$ cat src/rtl/dsc_pkg.sv
package dsc_pkg;
  // Strobes from the lane evaluation logic to the carry datapath.
  typedef struct packed {
    logic wideTaken;   // lane 0 accepted with more uops than the width
  } dscStrobes_t;
endpackage

$ cat src/rtl/dsc_carry_path.sv
module dsc_carry_path
  import dsc_pkg::*;
#(
  parameter int W      = 4,
  parameter int UOP_W  = 4,
  parameter int SLOT_W = $clog2(W + 1)
) (
  input  logic              clk,
  input  logic              rst,
  input  dscStrobes_t       strobes,
  input  logic [UOP_W-1:0]  lane0Uops,
  input  logic [SLOT_W-1:0] newSlots,
  output logic [SLOT_W-1:0] availStart,
  output logic [SLOT_W-1:0] slotsUsed
);
  logic [UOP_W-1:0] carryQ;
  logic [UOP_W-1:0] carryD;

  // Start-of-cycle view: drain the pending excess first.
  always_comb begin
    int carry;
    int drain;
    int avail;
    carry = int'(carryQ);
    if (carry == 0) begin
      drain = 0;
      avail = W;
    end else if (carry >= W) begin
      drain = W;
      avail = 0;
    end else begin
      drain = carry;
      avail = W - carry;
    end
    availStart = SLOT_W'(avail);
    slotsUsed  = SLOT_W'(drain + int'(newSlots));
    if (strobes.wideTaken) carryD = UOP_W'(int'(lane0Uops) - W);
    else                   carryD = UOP_W'(carry - drain);
  end

  always_ff @(posedge clk) begin
    if (rst) carryQ <= '0;
    else     carryQ <= carryD;
  end
endmodule

$ cat src/rtl/dsc_slot_ctrl.sv
module dsc_slot_ctrl
  import dsc_pkg::*;
#(
  parameter int W      = 4,
  parameter int LANES  = 4,
  parameter int UOP_W  = 4,
  parameter int ROB_W  = 6,
  parameter int SLOT_W = $clog2(W + 1)
) (
  input  logic [SLOT_W-1:0]           availStart,
  input  logic [LANES-1:0]            reqValid,
  input  logic [LANES-1:0][UOP_W-1:0] reqUops,
  input  logic [LANES-1:0]            reqBegin,
  input  logic [LANES-1:0]            reqEnd,
  input  logic [LANES-1:0]            rfReady,
  input  logic [ROB_W-1:0]            robFree,
  input  logic                        nextReady,
  output logic [LANES-1:0]            accept,
  output logic                        stallRob,
  output logic                        stallRf,
  output logic [SLOT_W-1:0]           newSlots,
  output dscStrobes_t                 strobes
);
  always_comb begin
    int   avail;
    int   robLeft;
    int   used;
    int   need;
    int   uops;
    logic chainOpen;
    logic fits;
    avail     = int'(availStart);
    robLeft   = int'(robFree);
    used      = 0;
    chainOpen = 1'b1;
    accept    = '0;
    stallRob  = 1'b0;
    stallRf   = 1'b0;
    strobes   = '0;
    for (int i = 0; i < LANES; i++) begin
      uops = int'(reqUops[i]);
      need = (uops > W) ? W : uops;
      fits = (avail != 0) && (need <= avail) && (!reqBegin[i] || avail == W);
      if (chainOpen) begin
        if (!reqValid[i]) begin
          chainOpen = 1'b0;
        end else if (fits && robLeft >= uops && rfReady[i] && nextReady) begin
          accept[i] = 1'b1;
          used      = used + need;
          robLeft   = robLeft - uops;
          if (uops > W) strobes.wideTaken = 1'b1;
          avail = (reqEnd[i] || uops > W) ? 0 : avail - need;
        end else begin
          chainOpen = 1'b0;
          if (fits) begin
            stallRob = (robLeft < uops);
            stallRf  = !rfReady[i];
          end
        end
      end
    end
    newSlots = SLOT_W'(used);
  end
endmodule

$ cat src/rtl/dispatch_slot_ctrl.sv
module dispatch_slot_ctrl
  import dsc_pkg::*;
#(
  parameter int W      = 4,
  parameter int LANES  = 4,
  parameter int UOP_W  = 4,
  parameter int ROB_W  = 6,
  localparam int SLOT_W = $clog2(W + 1)
) (
  input  logic                        clk,
  input  logic                        rst,
  input  logic [LANES-1:0]            reqValid,
  input  logic [LANES-1:0][UOP_W-1:0] reqUops,
  input  logic [LANES-1:0]            reqBegin,
  input  logic [LANES-1:0]            reqEnd,
  input  logic [LANES-1:0]            rfReady,
  input  logic [ROB_W-1:0]            robFree,
  input  logic                        nextReady,
  output logic [LANES-1:0]            accept,
  output logic                        stallRob,
  output logic                        stallRf,
  output logic [SLOT_W-1:0]           slotsUsed
);
  dscStrobes_t       strobes;
  logic [SLOT_W-1:0] availStart;
  logic [SLOT_W-1:0] newSlots;

  dsc_slot_ctrl #(.W(W), .LANES(LANES), .UOP_W(UOP_W), .ROB_W(ROB_W), .SLOT_W(SLOT_W)) ctrl (
    .availStart(availStart), .reqValid(reqValid), .reqUops(reqUops),
    .reqBegin(reqBegin), .reqEnd(reqEnd), .rfReady(rfReady),
    .robFree(robFree), .nextReady(nextReady), .accept(accept),
    .stallRob(stallRob), .stallRf(stallRf), .newSlots(newSlots),
    .strobes(strobes)
  );

  dsc_carry_path #(.W(W), .UOP_W(UOP_W), .SLOT_W(SLOT_W)) path (
    .clk(clk), .rst(rst), .strobes(strobes), .lane0Uops(reqUops[0]),
    .newSlots(newSlots), .availStart(availStart), .slotsUsed(slotsUsed)
  );
endmodule

$ cat config.mk
export PLATFORM = sky130hd
export DESIGN_NAME = dispatch_slot_ctrl
export DESIGN_NICKNAME = d
export VERILOG_FILES = /design/src/rtl/dsc_pkg.sv /design/src/rtl/dsc_carry_path.sv /design/src/rtl/dsc_slot_ctrl.sv /design/src/rtl/dispatch_slot_ctrl.sv
export SDC_FILE = /design/constraint.sdc
export NUM_CORES = 1
export LEC_CHECK = 0
export ABC_AREA = 1
export BUFFER_PORTS_ARGS = -buffer_cell sky130_fd_sc_hd__buf_2
export CAP_MARGIN = 5
export CORE_ASPECT_RATIO = 0.7
export CORE_MARGIN = 2
export CORE_UTILIZATION = 58
export DETAILED_ROUTE_END_ITERATION = 7
export HOLD_SLACK_MARGIN = 0.02
export PLACE_DENSITY = 0.81
export SLEW_MARGIN = 25
export SYNTH_ARGS = -nofsm -noshare
export SYNTH_HDL_FRONTEND = slang
export SYNTH_HIERARCHICAL = 1
export SYNTH_SLANG_ARGS = --single-unit
$ cat constraint.sdc
create_clock -name clk -period 9.6 [get_ports clk]
set_input_delay 0.48 -clock clk [delete_from_list [all_inputs] [get_ports clk]]
set_output_delay 0.48 -clock clk [all_outputs]
set_load 0.02 [all_outputs]
## After elaboration in Yosys (flattened, before gate mapping)

Index checks and enable logic that the tools add are counted.

| operators by class | value |
|---|---|
| mux-type cells | 95 |
| magnitude comparators | 17 |
| eq/ne operators | 4 |
| reduce and logical (&&, ||, !) cells | 40 |
| add/subtract/negate cells | 13 |

Operators with widths:

| operator | number |
|---|---|
| $mux 32 | 19 |
| $sub 32x5->32 | 4 |
| $eq 32x4->1 const B | 3 |
| $ge 32x5->1 | 3 |
| $le 5x32->1 | 3 |
| $lt 32x5->1 | 3 |
| $reduce_bool 32->1 | 3 |
| $mux 1 | 56 |
| $mux 3 | 13 |
| $mux 4 | 7 |
| $logic_and 1x1->1 | 20 |
| $gt 4x3->1 const B | 4 |
| $add 3x3->3 | 4 |
| $logic_not 1->1 | 8 |
| $logic_or 1x1->1 | 7 |
| $sub 6x4->7 | 1 |
| $ge 6x4->1 | 1 |
| $lt 6x4->1 | 1 |
| $sub 3x4->5 | 1 |
| $ge 4x3->1 const B | 1 |
| $le 4x3->1 | 1 |
| $logic_not 4->1 | 1 |
| $sub 4x3->4 const B | 1 |
| $sub 4x4->4 | 1 |
| other kinds (3) | 3 |

| storage, ports and cells | value |
|---|---|
| logic and storage cells | 170 |
| output and inout bits | 9 |
| input port bits | 41 |
| register bits after elaboration | 4 |

## Longest topological paths before layout

Gate-level depths: netlist (run 1).

| depth | value |
|---|---|
| depth in word-level cells | 39 |
| gate-level depth with buffers | 68 |
| gate-level depth less buffers | 66 |

## Hierarchy

Netlist (run 1), hierarchy kept.

Modules (own cells, without submodules):

| module | seq. area each (sq um) | area each (sq um) | cells each | times used |
|---|---|---|---|---|
| dsc_slot_ctrl | 0.0 | 5756.8 | 1102 | 1 |
| dsc_carry_path | 80.1 | 305.3 | 43 | 1 |

## Worst setup path after synthesis (run 1)

OpenSTA, ideal clock, no wires.

| timing path | value |
|---|---|
| kind | register to output |
| start | register path.carryQ[1] |
| end | output port slotsUsed[2] |
| path buffers | 6 |
| arrival time | 9.939 ns |
| slack | -0.819 ns |
| stages on the path, launching flop included | 65 |
| path through | dfxtp_1 > inv_1 > ha_1 > inv_2 > nand2_2 > nor2_1 > inv_1 > ha_1 > nand3_1 > nand3_1 > nand2_2 > nor2_8 > nand3_4 > inv_2 > clkbuf_1 > buf_2 > clkbuf_1 > clkbuf_1 > [29 not listed] > a32oi_1 > ha_1 > nand2_1 > inv_1 > a221oi_1 > nand2_1 > nand2_1 > nand2_1 > a21oi_2 > nand3_1 > inv_2 > nand2_1 > nand2_1 > ha_1 > inv_1 > fa_1 > xnor2_1 > xnor2_1 |

| between the ends | value |
|---|---|
| elaborated cells between the ends (all ways) | 93 |
| classes of those cells | add/sub: 10; order compare: 8; eq/ne: 4; mux: 42; reduce/logical: 29 |

RTL lines:

| what | line | source |
|---|---|---|
| start: declaration | dsc_carry_path.sv:16 | `logic [UOP_W-1:0] carryQ;` |
| start signal: assignment | dsc_carry_path.sv:43 | `else carryQ <= carryD;` |
| $ge 4x3->1 | dsc_carry_path.sv:28 | `end else if (carry >= W) begin` |
| $mux 3 | dsc_carry_path.sv:28 |  |
| $mux 3 (*) | dsc_carry_path.sv:25 | `if (carry == 0) begin` |
| net availStart[0] | dispatch_slot_ctrl.sv:25 | `logic [SLOT_W-1:0] availStart;` |
| $le 4x3->1 (tied with other cells) | dsc_slot_ctrl.sv:43 | `fits = (avail != 0) && (need <= avail) && (!reqBegin[i] \|\| avail == W);` |
| $logic_and 1x1->1 or $logic_or 1x1->1 (tied branches) | dsc_slot_ctrl.sv:43 |  |
| $logic_and 1x1->1 (*) | dsc_slot_ctrl.sv:43 |  |
| $logic_and 1x1->1 (*) (3 in a row) | dsc_slot_ctrl.sv:47 | `end else if (fits && robLeft >= uops && rfReady[i] && nextReady) begin` |
| [2 not listed] | -- |  |
| net accept[0] | dispatch_slot_ctrl.sv:19 | `output logic [LANES-1:0] accept,` |
| [4 not listed] | -- |  |
| $logic_and 1x1->1 (3 in a row) | dsc_slot_ctrl.sv:47 |  |
| $mux 1 | dsc_slot_ctrl.sv:47 |  |
| $mux 1 | dsc_slot_ctrl.sv:45 | `if (!reqValid[i]) begin` |
| $mux 1 (*) | dsc_slot_ctrl.sv:44 | `if (chainOpen) begin` |
| net accept[2] | dispatch_slot_ctrl.sv:19 |  |
| $mux 3 (*) | dsc_slot_ctrl.sv:44 |  |
| net newSlots[0] | dispatch_slot_ctrl.sv:26 | `logic [SLOT_W-1:0] newSlots;` |
| $add 3x3->3 (*) | dsc_carry_path.sv:36 | `slotsUsed = SLOT_W'(drain + int'(newSlots));` |
| end: declaration | dispatch_slot_ctrl.sv:22 | `output logic [SLOT_W-1:0] slotsUsed` |

The timed path passes the listed nets; every way through them passes the cells marked *.

## Worst setup path in the final report (run 1)

| timing path | value |
|---|---|
| start | register path.carryQ[0] |
| end | output port slotsUsed[2] |

| between the ends | value |
|---|---|
| cells in the longest elaborated chain, start to end | 39 |
| elaborated cells between the ends (all ways) | 93 |
| classes of those cells | add/sub: 10; order compare: 8; eq/ne: 4; mux: 42; reduce/logical: 29 |

RTL lines:

| what | line |
|---|---|
| $ge 4x3->1 or $sub 3x3->3 (tied branches) | dsc_carry_path.sv:28, dsc_carry_path.sv:33 |
| $mux 3 | dsc_carry_path.sv:28 |
| $mux 3 (*) | dsc_carry_path.sv:25 |
| net availStart[0] | dispatch_slot_ctrl.sv:25 |
| $le 4x3->1 (tied with other cells) | dsc_slot_ctrl.sv:43 |
| $logic_and 1x1->1 or $logic_or 1x1->1 (tied branches) | dsc_slot_ctrl.sv:43 |
| $logic_and 1x1->1 | dsc_slot_ctrl.sv:43 |
| $logic_and 1x1->1 (3 in a row) | dsc_slot_ctrl.sv:47 |
| [21 not listed] | -- |
| $logic_and 1x1->1 or $logic_or 1x1->1 (tied branches) | dsc_slot_ctrl.sv:43 |
| $logic_and 1x1->1 | dsc_slot_ctrl.sv:43 |
| $logic_and 1x1->1 (3 in a row) | dsc_slot_ctrl.sv:47 |
| $mux 3 | dsc_slot_ctrl.sv:47 |
| $mux 3 | dsc_slot_ctrl.sv:45 |
| $mux 3 (*) | dsc_slot_ctrl.sv:44 |
| net newSlots[0] | dispatch_slot_ctrl.sv:26 |
| $add 3x3->3 (*) | dsc_carry_path.sv:36 |

Marked as above.

==> out/qor.yml, run 1 <==
synthesis:
  ys_async_sr_fraction: 0
  synthesis.area_um2: 6060
  yosysWarnings: 6
  synth_area_leaders: "nand2_1 (19%), inv_1 (12%), ha_1 (10%), nand3_1 (10%), nor2_1 (9.4%)"
  synth-edff-count: 0
  synth_top_area_share: 0.187
  ys_seq_area_frac: 0.0132
  syn_inst: 1145
  synth_cell_types: 56
  synth_top_area_cell: "nand2_1"
  ys_seq_elements: 4
  synth_flop_cell: "dfxtp_1"
  synth_area_per_cell_um2: 5.29
layout:
  reg_top3: "path/carryQ (4)"
  area_growth_pct: 19.6
  n_fill_cell: 907
  multi_input_area_um2: 5390
  fin_nets: 1337
  largest-register: "path/carryQ"
  fin_util: 0.708
  seq_area_um2: 81.3
  diodes: 0
  largest_reg_flops: 4
  layout-drive-gt1-share: 0.209
die:
  die_h_um: 89.5
  placementRows: 31
  core_area_um2: 10200
  io_pins: 50
  die_area_um2: 11300
  die_w_um: 126
  start_util: 0.592
placement:
  portBuffers: 48
  post-place-ws_ns: -0.00810
  dp_hpwl_um: 17200
  gp_congestion: 1.02
detailed_routing:
  wl_met3_um: 2980
  routed.top_layer: "met4"
  ant_nets: 0
  route.met2.wl_um: 8790
  drt-met1-wl_um: 9190
  drt_pre_antenna_iters: 8
  wirelength_um: 21500
  drc: 0
  vias_per_cell: 5.83
  via_count: 7962
  wl_per_cell_um: 15.7
  drt-initial-drc-count: 1085
clock_network:
  htree_num_levels: 1
  cts_tree: "done"
  clk_pin_slew_ns: 0.04
  clock_latency_ns: 0.23
  numCtsBuffers: 3
  cts.path.max_buffers: 2
  clkSinkCount: 4
  clockRootBuffer: "clkbuf_16"
sta:
  max_freq_mhz: 108
  worst_pin_slew_ns: 0.676
  finalSetupTns_ns: 0
  relSlewSlack: 0.550
  fin_crit_ns: 9.28
  final.setup.worst_slack_ns: 0.324
  finalCritPeriodShare: 0.966
  hold_viol_final: 0
  slew_viol_final: 0
  setup_viol: 0
  clock_skew_ns: 0.00518
pwr:
  p_seq_frac: 0.037
  power_switching_share: 0.549
  p_leak_nw: 4.22
  powerDensity_nw_per_um2: 69.2
  p_int_w: 0.000226
  comb_power_share: 0.828
  ir_worst_vdd_v: 0.0000604
  pwr-share-clk: 0.135
  p_sw_w: 0.000275
global_route:
  antenna_found_initial: 0
  grt.overflow.total: 0
  grt_pass1_wl_um: 34200
  gr-usage-all-layers: 0.370
  grt_max_degree: 41
  grt_pass1_vias: 7093
worst_setup_path:
  critical_path.max_stage_delay_ns: 0.40
  path_common_cell: "nand2_1"
  required_ns: 9.12
  crit_fanout: 8
  cp-start-kind: "flop"
  critPathKind: "flop to output pin"
  critPathArrivalTime_ns: 8.80
  critPathSlowestCell: "fa_2"
  critPathCaptureType: "output pin"
run_status:
  status: "complete, no violations"
job:
  cap_viol_max_count: 0
hold_path:
  hold_class: "input port to flop"
## kinds of logic after synthesis
group | share of synthesized area
DFF | 0.0132
other | 0.00124
and+or+nand+nor | 0.554
muxes | 0.00165
adders and majority gates | 0.136
buffers and inverters | 0.153
xor gates and xnor gates | 0.0246
AOI/OAI and AO/OA | 0.116
## power groups by stage
| stage | combinational, W | clock [W] | sequential [W] |
|---|---|---|---|
| floorplan | 0.000254 | 0 | 0.0000186 |
| global placement | 0.000342 | 0 | 0.0000187 |
| detailed placement | 0.000348 | 0 | 0.0000187 |
| CTS | 0.000361 | 0.0000676 | 0.0000185 |
| global route | 0.000457 | 0.0000685 | 0.0000188 |
| finish | 0.000415 | 0.0000676 | 0.0000187 |
## critical path, delay by kind of cell, from the launching register on
kind | cells | cell delay [ns]
buffers and inverters | 13 | 0.97
adder cells (fa/ha/maj) | 9 | 2.37
XOR/XNOR | 2 | 0.31
flip-flops | 1 | 0.31
AO/OA/AOI/OAI | 9 | 1.63
AND/OR/NAND/NOR | 28 | 2.92
## path summary, 6_finish.rpt
kind	startpoint	to	slack [ns]	cells past startpoint
worst min-delay path	rst	path/carryQ[2]	0.47	2
worst min register to register	path/carryQ[3]	path/carryQ[2]	0.60	2
worst max-delay path	path/carryQ[0]	slotsUsed[2]	0.32	61
worst max register to register	path/carryQ[0]	path/carryQ[1]	1.54	60
## what timing repair did
action	CTS	global route
buffers inserted	5	17
pin swaps	9	39
hold buffers	0	0
cloned	0	1
setup endpoints to repair	2	4
resized for setup	16	71
## layout by cell type, fill, tap and decap left out, types with 5 or more instances in the layout
cell type	synthesis	layout
nand2_1	302	292
inv_1	192	184
nor2_1	152	145
nand3_1	121	116
buf_4	2	59
buf_2	8	47
nand4_1	46	46
o21ai_0	47	41
ha_1	50	37
inv_2	14	20
a21oi_1	25	20
nand2_2	12	19
nor2_2	11	13
nand3_2	7	12
nor3_1	14	12
o21ai_1	8	11
nor2_4	6	11
xor2_1	9	9
nand3b_1	7	7
ha_2	0	7
a21oi_2	2	6
nand2_4	4	6
o211ai_1	6	6
xnor2_1	8	6
fa_1	10	6
ha_4	0	6
a21boi_0	5	5
nor3_2	3	5
or2_2	5	5
## layer usage
metal / global-route usage / up-vias
met2: 0.586 / 526
li1: - / 3886
met1: 0.508 / 3483
met5: 0 / -
met4: 0.0769 / 0
met3: 0.101 / 67
## cell usage after synthesis (5+ instances only)
cell	number
nand2_1	302
inv_1	192
nor2_1	152
nand3_1	121
ha_1	50
o21ai_0	47
nand4_1	46
a21oi_1	25
inv_2	14
nor3_1	14
nand2_2	12
clkbuf_1	11
nor2_2	11
fa_1	10
xor2_1	9
buf_2	8
o21ai_1	8
xnor2_1	8
nand3_2	7
nand3b_1	7
nor2_4	6
o211ai_1	6
a21boi_0	5
or2_2	5
## layout make-up
type	instances	share of cell area
multi-input cells	909	0.743
inverters	208	0.109
repair buffers	110	0.103
well taps	132	0.0228
flip-flops and latches	4	0.0112
clock buffers	3	0.0104
## metrics by stage
| stage | total power (W) | hold WS [ns] | area (µm²) | std cells |
|---|---|---|---|---|
| final | 0.000502 | 0.473 | 7250 | 1366 |
| after global routing | 0.000544 | 0.483 | 7250 | 1366 |
| after CTS | 0.000447 | 0.472 | 6850 | 1348 |
| after detailed placement | 0.000367 | 0.574 | 6670 | 1340 |
| after global placement | 0.000361 | 0.574 | 6670 | 1340 |
| after floorplan | 0.000273 | 0.545 | 6110 | 1146 |
(Power assumes the default switching activity.)
==> run 2, diff against run 1 <==
--- a/config.mk
+++ b/config.mk
@@ -6,14 +6,14 @@
 export NUM_CORES = 1
 export LEC_CHECK = 0
 export ABC_AREA = 1
-export BUFFER_PORTS_ARGS = -buffer_cell sky130_fd_sc_hd__buf_2
+export BUFFER_PORTS_ARGS = -buffer_cell sky130_fd_sc_hd__buf_4
 export CAP_MARGIN = 5
 export CORE_ASPECT_RATIO = 0.7
 export CORE_MARGIN = 2
-export CORE_UTILIZATION = 58
+export CORE_UTILIZATION = 65
 export DETAILED_ROUTE_END_ITERATION = 7
 export HOLD_SLACK_MARGIN = 0.02
-export PLACE_DENSITY = 0.81
+export PLACE_DENSITY = 0.86
 export SLEW_MARGIN = 25
 export SYNTH_ARGS = -nofsm -noshare
 export SYNTH_HDL_FRONTEND = slang
==> constraint.sdc (replaced) <==
create_clock -name clk -period 11.2 [get_ports clk]
set_input_delay 0.56 -clock clk [delete_from_list [all_inputs] [get_ports clk]]
set_output_delay 0.56 -clock clk [all_outputs]
set_load 0.02 [all_outputs]
==> out/qor.yml, run 2 (same netlist as run 1, synthesis figures left out) <==
run_status:
  status: "complete, no violations"  # unchanged
worst_setup_path:
  critPathCaptureType: "output pin"  # unchanged
  critical_path.max_stage_delay_ns: 0.40  # about the same
  critPathArrivalTime_ns: 10.06  # was 8.80 ns
  cp_top_family: "simple AND/OR/NAND/NOR gates"  # unchanged
  path_common_cell: "nand2_1"  # unchanged
  r2r_setup_slack_ns: 1.91  # was 1.54 ns
  worst-r2r-cell-count: 58  # was 60
  r2r-end: "path/carryQ[3]"  # was path/carryQ[1]
  crit_path_end: "slotsUsed[2]"  # unchanged
  r2r_start: "path/carryQ[0]"  # unchanged
  cp-start-kind: "flop"  # unchanged
  critPathSlowestCell: "fa_1"  # was fa_2
  crit_fanout: 28  # was 8
  critPathKind: "flop to output pin"  # unchanged
  required_ns: 10.64  # was 9.12 ns
  startpoint: "path/carryQ[0]"  # unchanged
  path_buf_inv: 12  # was 13
  cp_num_cells: 60  # was 61
clock_network:
  clkSinkCount: 4  # unchanged
  cts_hold_buf: 0  # unchanged
  clockRootBuffer: "clkbuf_16"  # unchanged
  cts_tree: "done"  # unchanged
  clk_pin_slew_ns: 0.03  # was 0.04 ns
  htree_num_levels: 1  # unchanged
  cts.path.max_buffers: 2  # unchanged
  numCtsBuffers: 3  # unchanged
  clock_latency_ns: 0.23  # about the same
detailed_routing:
  drc: 0  # unchanged
  vias_per_cell: 5.90  # was 5.83
  ant_nets: 0  # unchanged
  wirelength_um: 20100  # was 21500 µm
  via_count: 7745  # was 7962
  wl_per_cell_um: 15.3  # was 15.7 µm
  drt_pre_antenna_iters: 5  # was 8
  drt-initial-drc-count: 1042  # was 1085
sta:
  fin_crit_ns: 10.62
  hold_viol_final: 0  # unchanged
  clock_skew_ns: 0.000271  # was 0.00518 ns
  max_freq_mhz: 94.2
  setup_viol: 0  # unchanged
  finalSetupTns_ns: 0  # unchanged
  slew_viol_final: 0  # unchanged
  relSlewSlack: 0.532  # was 0.550
  finalCritPeriodShare: 0.948
  worst_pin_slew_ns: 0.700  # was 0.676 ns
pwr:
  power_switching_share: 0.563  # was 0.549
  p_sw_w: 0.000214  # was 0.000275 W
  p_seq_frac: 0.042  # was 0.037
  comb_power_share: 0.810  # was 0.828
  p_int_w: 0.000166  # was 0.000226 W
  p_leak_nw: 3.99  # was 4.22 nW
  pwr-share-clk: 0.148  # was 0.135
  ir_worst_vdd_v: 0.0000676  # was 0.0000604 V
  powerDensity_nw_per_um2: 56.7  # was 69.2 nW/µm²
hold_path:
  hold_class: "input port to flop"  # unchanged
  holdPathStages: 2  # unchanged
layout:
  largest_reg_flops: 4  # unchanged
  layout-drive-gt1-share: 0.129  # was 0.209
  multi_input_area_um2: 5110  # was 5390 µm²
  final_cell_mix: "nand2_1 (302), inv_1 (192), nor2_1 (151), nand3_1 (121), buf_4 (64)"  # was nand2_1 (292), inv_1 (184), nor2_1 (145), nand3_1 (116), buf_4 (59)
  largest-register: "path/carryQ"  # unchanged
  fin_nets: 1291  # was 1337
  area_growth_pct: 10.6  # was 19.6%
  seq_area_um2: 80.1  # was 81.3 µm²
  n_fill_cell: 836  # was 907
  diodes: 0  # unchanged
  layout_commonest_cell: "nand2_1"  # unchanged
  stdcell_area_um2: 6710  # was 7250 µm²
  reg_top3: "path/carryQ (4)"  # unchanged
placement:
  portBuffers: 48  # unchanged
  dpl_cell_area_um2: 6530  # was 6670 µm²
  dp_hpwl_um: 16500  # was 17200 µm
  gp_congestion: 1.04  # was 1.02
global_route:
  grt_pass1_wl_um: 32500  # was 34200 µm
  grt_pass1_vias: 6826  # was 7093
  antenna_found_initial: 0  # unchanged
  grt.overflow.total: 0  # unchanged
  grt_max_degree: 41  # unchanged
  gr-usage-all-layers: 0.390  # was 0.370
die:
  io_pins: 50  # unchanged
  die_w_um: 119  # was 126 µm
  start_util: 0.668  # was 0.592
  core_area_um2: 9070  # was 10200 µm²
  die_h_um: 84.8  # was 89.5 µm
  placementRows: 29  # was 31
  die_area_um2: 10100  # was 11300 µm²
job:
  cap_viol_max_count: 0  # unchanged
[run 2: how the worst min path moves through the flow]
stage	startpoint	slack, ns	endpoint
3_5_place_dp	path/carryQ[3]	0.59	path/carryQ[2]
6_report	rst	0.53	path/carryQ[2]
5_1_grt	rst	0.54	path/carryQ[2]
2_1_floorplan	path/carryQ[3]	0.54	path/carryQ[2]
3_3_place_gp	path/carryQ[3]	0.57	path/carryQ[2]
4_1_cts	rst	0.53	path/carryQ[2]
[run 2: area by class of cell]
type | count | share of cell area
Tap cell | 124 | 0.0231
Multi-Input combinational cell | 908 | 0.763
Sequential cell | 4 | 0.0119
Timing Repair Buffer | 65 | 0.0746
Clock buffer | 3 | 0.0112
Inverter | 208 | 0.116
[run 2: through the flow]
stage	util	setup slack (ns)	hold slack, ns	power (W)	std cells
5_1_grt	0.739	-0.0671	0.536	0.000414	1312
3_3_place_gp	0.719	0.624	0.568	0.000299	1304
4_1_cts	0.728	0.0838	0.531	0.000362	1307
3_5_place_dp	0.719	0.426	0.591	0.000304	1304
6_report	0.739	0.583	0.532	0.000380	1312
2_1_floorplan	-	0.701	0.545	0.000231	1146
[run 2: metal layers]
metal  routed length [µm]  track usage  vias up
met1                 8830        0.560     3440
met5                    0            0        -
li1                     -            -     3787
met3                 2520       0.0842       44
met4                  353       0.0684        0
met2                 8350        0.604      474
[run 2: what timing repair did]
action,in CTS,in global routing
endpoints found under the hold margin,0,0
resized for setup,0,14
setup buffers,0,5
endpoints found under the setup margin,0,3
[run 2: power groups by stage]
stage / clock (W) / sequential [W] / combinational, W
3_3_place_gp: 0 / 0.0000160 / 0.000283
5_1_grt: 0.0000577 / 0.0000161 / 0.000340
3_5_place_dp: 0 / 0.0000160 / 0.000288
6_report: 0.0000562 / 0.0000159 / 0.000308
4_1_cts: 0.0000561 / 0.0000158 / 0.000290
2_1_floorplan: 0 / 0.0000159 / 0.000215
==> run 3, diff against run 2 <==
--- a/config.mk
+++ b/config.mk
@@ -12,10 +12,8 @@
 export CORE_MARGIN = 2
 export CORE_UTILIZATION = 65
 export DETAILED_ROUTE_END_ITERATION = 7
-export HOLD_SLACK_MARGIN = 0.02
 export PLACE_DENSITY = 0.86
 export SLEW_MARGIN = 25
 export SYNTH_ARGS = -nofsm -noshare
 export SYNTH_HDL_FRONTEND = slang
-export SYNTH_HIERARCHICAL = 1
 export SYNTH_SLANG_ARGS = --single-unit
==> out/qor.yml, run 3 <==
global_route:
  grt_max_degree: 37  # was 41
  grt_pass1_wl_um: 27200  # was 32500 µm
  grt_pass1_vias: 5760  # was 6826
  grt.overflow.total: 0  # unchanged
  antenna_found_initial: 0  # unchanged
  gr-usage-all-layers: 0.369  # was 0.390
clock_network:
  numCtsBuffers: 3  # unchanged
  clock_latency_ns: 0.23  # about the same
  htree_num_levels: 1  # unchanged
  cts_hold_buf: 0  # unchanged
  clk_pin_slew_ns: 0.03  # about the same
  cts.path.max_buffers: 2  # unchanged
  clockRootBuffer: "clkbuf_16"  # unchanged
  cts_tree: "done"  # unchanged
  clkSinkCount: 4  # unchanged
layout:
  stdcell_area_um2: 5970  # was 6710 µm²
  largest_reg_flops: 4  # unchanged
  fin_cells: 1132  # was 1312
  final_cell_mix: "nand2_1 (253), inv_1 (168), nor2_1 (124), nand3_1 (74), buf_4 (64)"  # was nand2_1 (302), inv_1 (192), nor2_1 (151), nand3_1 (121), buf_4 (64)
  largest-register: "path.carryQ"  # was path/carryQ
  reg_top3: "path.carryQ (4)"  # was path/carryQ (4)
  layout_commonest_cell: "nand2_1"  # unchanged
  layout-drive-gt1-share: 0.159  # was 0.129
  diodes: 0  # unchanged
  area_growth_pct: 11.9  # was 10.6%
  fin_nets: 1136  # was 1291
pwr:
  power_switching_share: 0.534  # was 0.563
  pwr-share-clk: 0.176  # was 0.148
  ir_worst_vdd_v: 0.0000625  # was 0.0000676 V
  p_sw_w: 0.000171  # was 0.000214 W
  powerDensity_nw_per_um2: 53.7  # was 56.7 nW/µm²
  p_int_w: 0.000149  # was 0.000166 W
  comb_power_share: 0.776  # was 0.810
  p_seq_frac: 0.048  # was 0.042
  p_leak_nw: 3.64  # was 3.99 nW
placement:
  post-place-ws_ns: 0.0909  # was 0.426 ns
  dpl_cell_area_um2: 5760  # was 6530 µm²
  portBuffers: 48  # unchanged
  gp_congestion: 1.01  # was 1.04
  dp_cells: 1122  # was 1304
  dp_hpwl_um: 13400  # was 16500 µm
synthesis:
  muxShareOfSynthArea: 0  # was 0.00165
  yosysWarnings: 0  # was 6
  ys_async_sr_fraction: 0  # unchanged
  synth_top_area_cell: "nand2_1"  # unchanged
  synth_top_area_share: 0.179  # was 0.187
  synth-edff-count: 0  # unchanged
  synth_area_leaders: "nand2_1 (18%), ha_1 (12%), inv_1 (12%), nor2_1 (9.1%), nand3_1 (7.0%)"  # was nand2_1 (19%), inv_1 (12%), ha_1 (10%), nand3_1 (10%), nor2_1 (9.4%)
  ys_seq_area_frac: 0.0150  # was 0.0132
  synth_compound_area_frac: 0.106  # was 0.116
  synthesis.area_um2: 5330  # was 6060 µm²
  synth-simple-area-share: 0.525  # was 0.554
  yosys.cell_count.top_type: "nand2_1"  # unchanged
  synth_fa_ha_area_frac: 0.160  # was 0.136
  syn_inst: 987  # was 1145
  synth_flop_cell: "dfxtp_1"  # unchanged
  synth_top_family_by_area: "simple AND/OR/NAND/NOR gates"  # unchanged
  synth_cell_types: 51  # was 56
  synth_commonest_cells: "nand2_1 (254), inv_1 (168), nor2_1 (129)"  # was nand2_1 (302), inv_1 (192), nor2_1 (152)
  synth_area_per_cell_um2: 5.40  # was 5.29 µm²
  synthXorXnorAreaFrac: 0.0345  # was 0.0246
  ys_seq_elements: 4  # unchanged
job:
  cap_viol_max_count: 0  # unchanged
die:
  die_h_um: 79.8  # was 84.8 µm
  die_area_um2: 8950  # was 10100 µm²
  start_util: 0.674  # was 0.668
  core_area_um2: 7910  # was 9070 µm²
  die_w_um: 112  # was 119 µm
  io_pins: 50  # unchanged
  placementRows: 27  # was 29
detailed_routing:
  vias_per_cell: 5.76  # was 5.90
  drt-initial-drc-count: 710  # was 1042
  wl_per_cell_um: 14.5  # was 15.3 µm
  drt_pre_antenna_iters: 5  # unchanged
  via_count: 6516  # was 7745
  ant_nets: 0  # unchanged
  wirelength_um: 16400  # was 20100 µm
  drc: 0  # unchanged
worst_setup_path:
  critPathCaptureType: "output pin"  # unchanged
  critical_path.max_stage_delay_ns: 0.38  # was 0.40 ns
  critPathArrivalTime_ns: 9.99  # was 10.06 ns
  critPathKind: "input port to output pin"  # was flop to output pin
  required_ns: 10.64  # about the same
  cp-start-kind: "input port"  # was flop
  crit_fanout: 16  # was 28
  critPathSlowestCell: "o21ai_0"  # was fa_1
  path_common_cell: "nand2_1"  # unchanged
sta:
  max_freq_mhz: 94.8  # was 94.2 MHz
  fin_crit_ns: 10.55  # was 10.62 ns
  relSlewSlack: 0.573  # was 0.532
  worst_pin_slew_ns: 0.636  # was 0.700 ns
  finalCritPeriodShare: 0.942  # was 0.948
  slew_viol_final: 0  # unchanged
  clock_skew_ns: 0.000990  # was 0.000271 ns
  finalSetupTns_ns: 0  # unchanged
  hold_ws_ns: 0.617  # was 0.532 ns
  hold_viol_final: 0  # unchanged
  setup_viol: 0  # unchanged
  final.setup.worst_slack_ns: 0.647  # was 0.583 ns
run_status:
  status: "complete, no violations"  # unchanged
hold_path:
  hold_class: "input port to flop"  # unchanged
-- run 3: worst paths after layout --
path | slack, ns | depth (start not counted) | to | from
setup / recovery | 0.65 | 71 | slotsUsed[2] | reqUops[3]
hold / removal | 0.62 | 4 | path.carryQ[2] | reqUops[2]
setup reg to reg | 2.70 | 63 | path.carryQ[1] | path.carryQ[0]
hold reg to reg | 0.62 | 3 | path.carryQ[2] | path.carryQ[2]
-- run 3: cell families (layout without fill, tap and decap cells) --
| group | after synthesis | count (layout) |
|---|---|---|
| simple gates | 592 | 592 |
| fa+ha+maj | 62 | 62 |
| compound gates | 94 | 94 |
| buf+inv | 212 | 255 |
| xor+xnor | 21 | 21 |
| flops | 4 | 4 |
| other cells | 2 | 3 |
-- run 3: final cells by class --
class                      instances  area (µm²)
fill                             735        1940
timing repair buffer              66         515
clock buffer                       3        75.1
multi-input combinational        772        4470
sequential                         4        80.1
inverter                         186         703
tap                              101         126
-- run 3: through the flow --
step	utilization	total power, W
global placement	0.728	0.000243
detailed placement	0.728	0.000249
CTS	0.738	0.000306
global route	0.755	0.000350
finish	0.755	0.000320
floorplan	-	0.000191
-- run 3: routing by layer --
layer	vias up	wire length, µm	global-route usage
met5	-	0	0
met4	0	216	0.0500
met3	27	2020	0.0767
met2	355	6680	0.576
met1	2887	7500	0.534
li1	3247	-	-
-- run 3: critical path, delay by kind of cell --
family | cells | cell delay, ns
and+or+nand+nor | 34 | 3.58
buffers and inverters | 17 | 1.57
AOI/OAI and AO/OA | 10 | 1.71
xor gates and xnor gates | 2 | 0.36
adders and majority gates | 8 | 2.23
-- run 3: what timing repair did --
action | CTS | global route
gates resized for setup | 0 | 27
setup endpoints to repair | 0 | 2
setup buffers | 0 | 7
-- run 3: power groups by stage --
stage | Clock (W) | Combinational (W) | Sequential (W)
2_1_floorplan | 0 | 0.000175 | 0.0000154
3_3_place_gp | 0 | 0.000228 | 0.0000154
3_5_place_dp | 0 | 0.000233 | 0.0000155
4_1_cts | 0.0000563 | 0.000235 | 0.0000153
5_1_grt | 0.0000580 | 0.000277 | 0.0000154
6_report | 0.0000563 | 0.000249 | 0.0000153
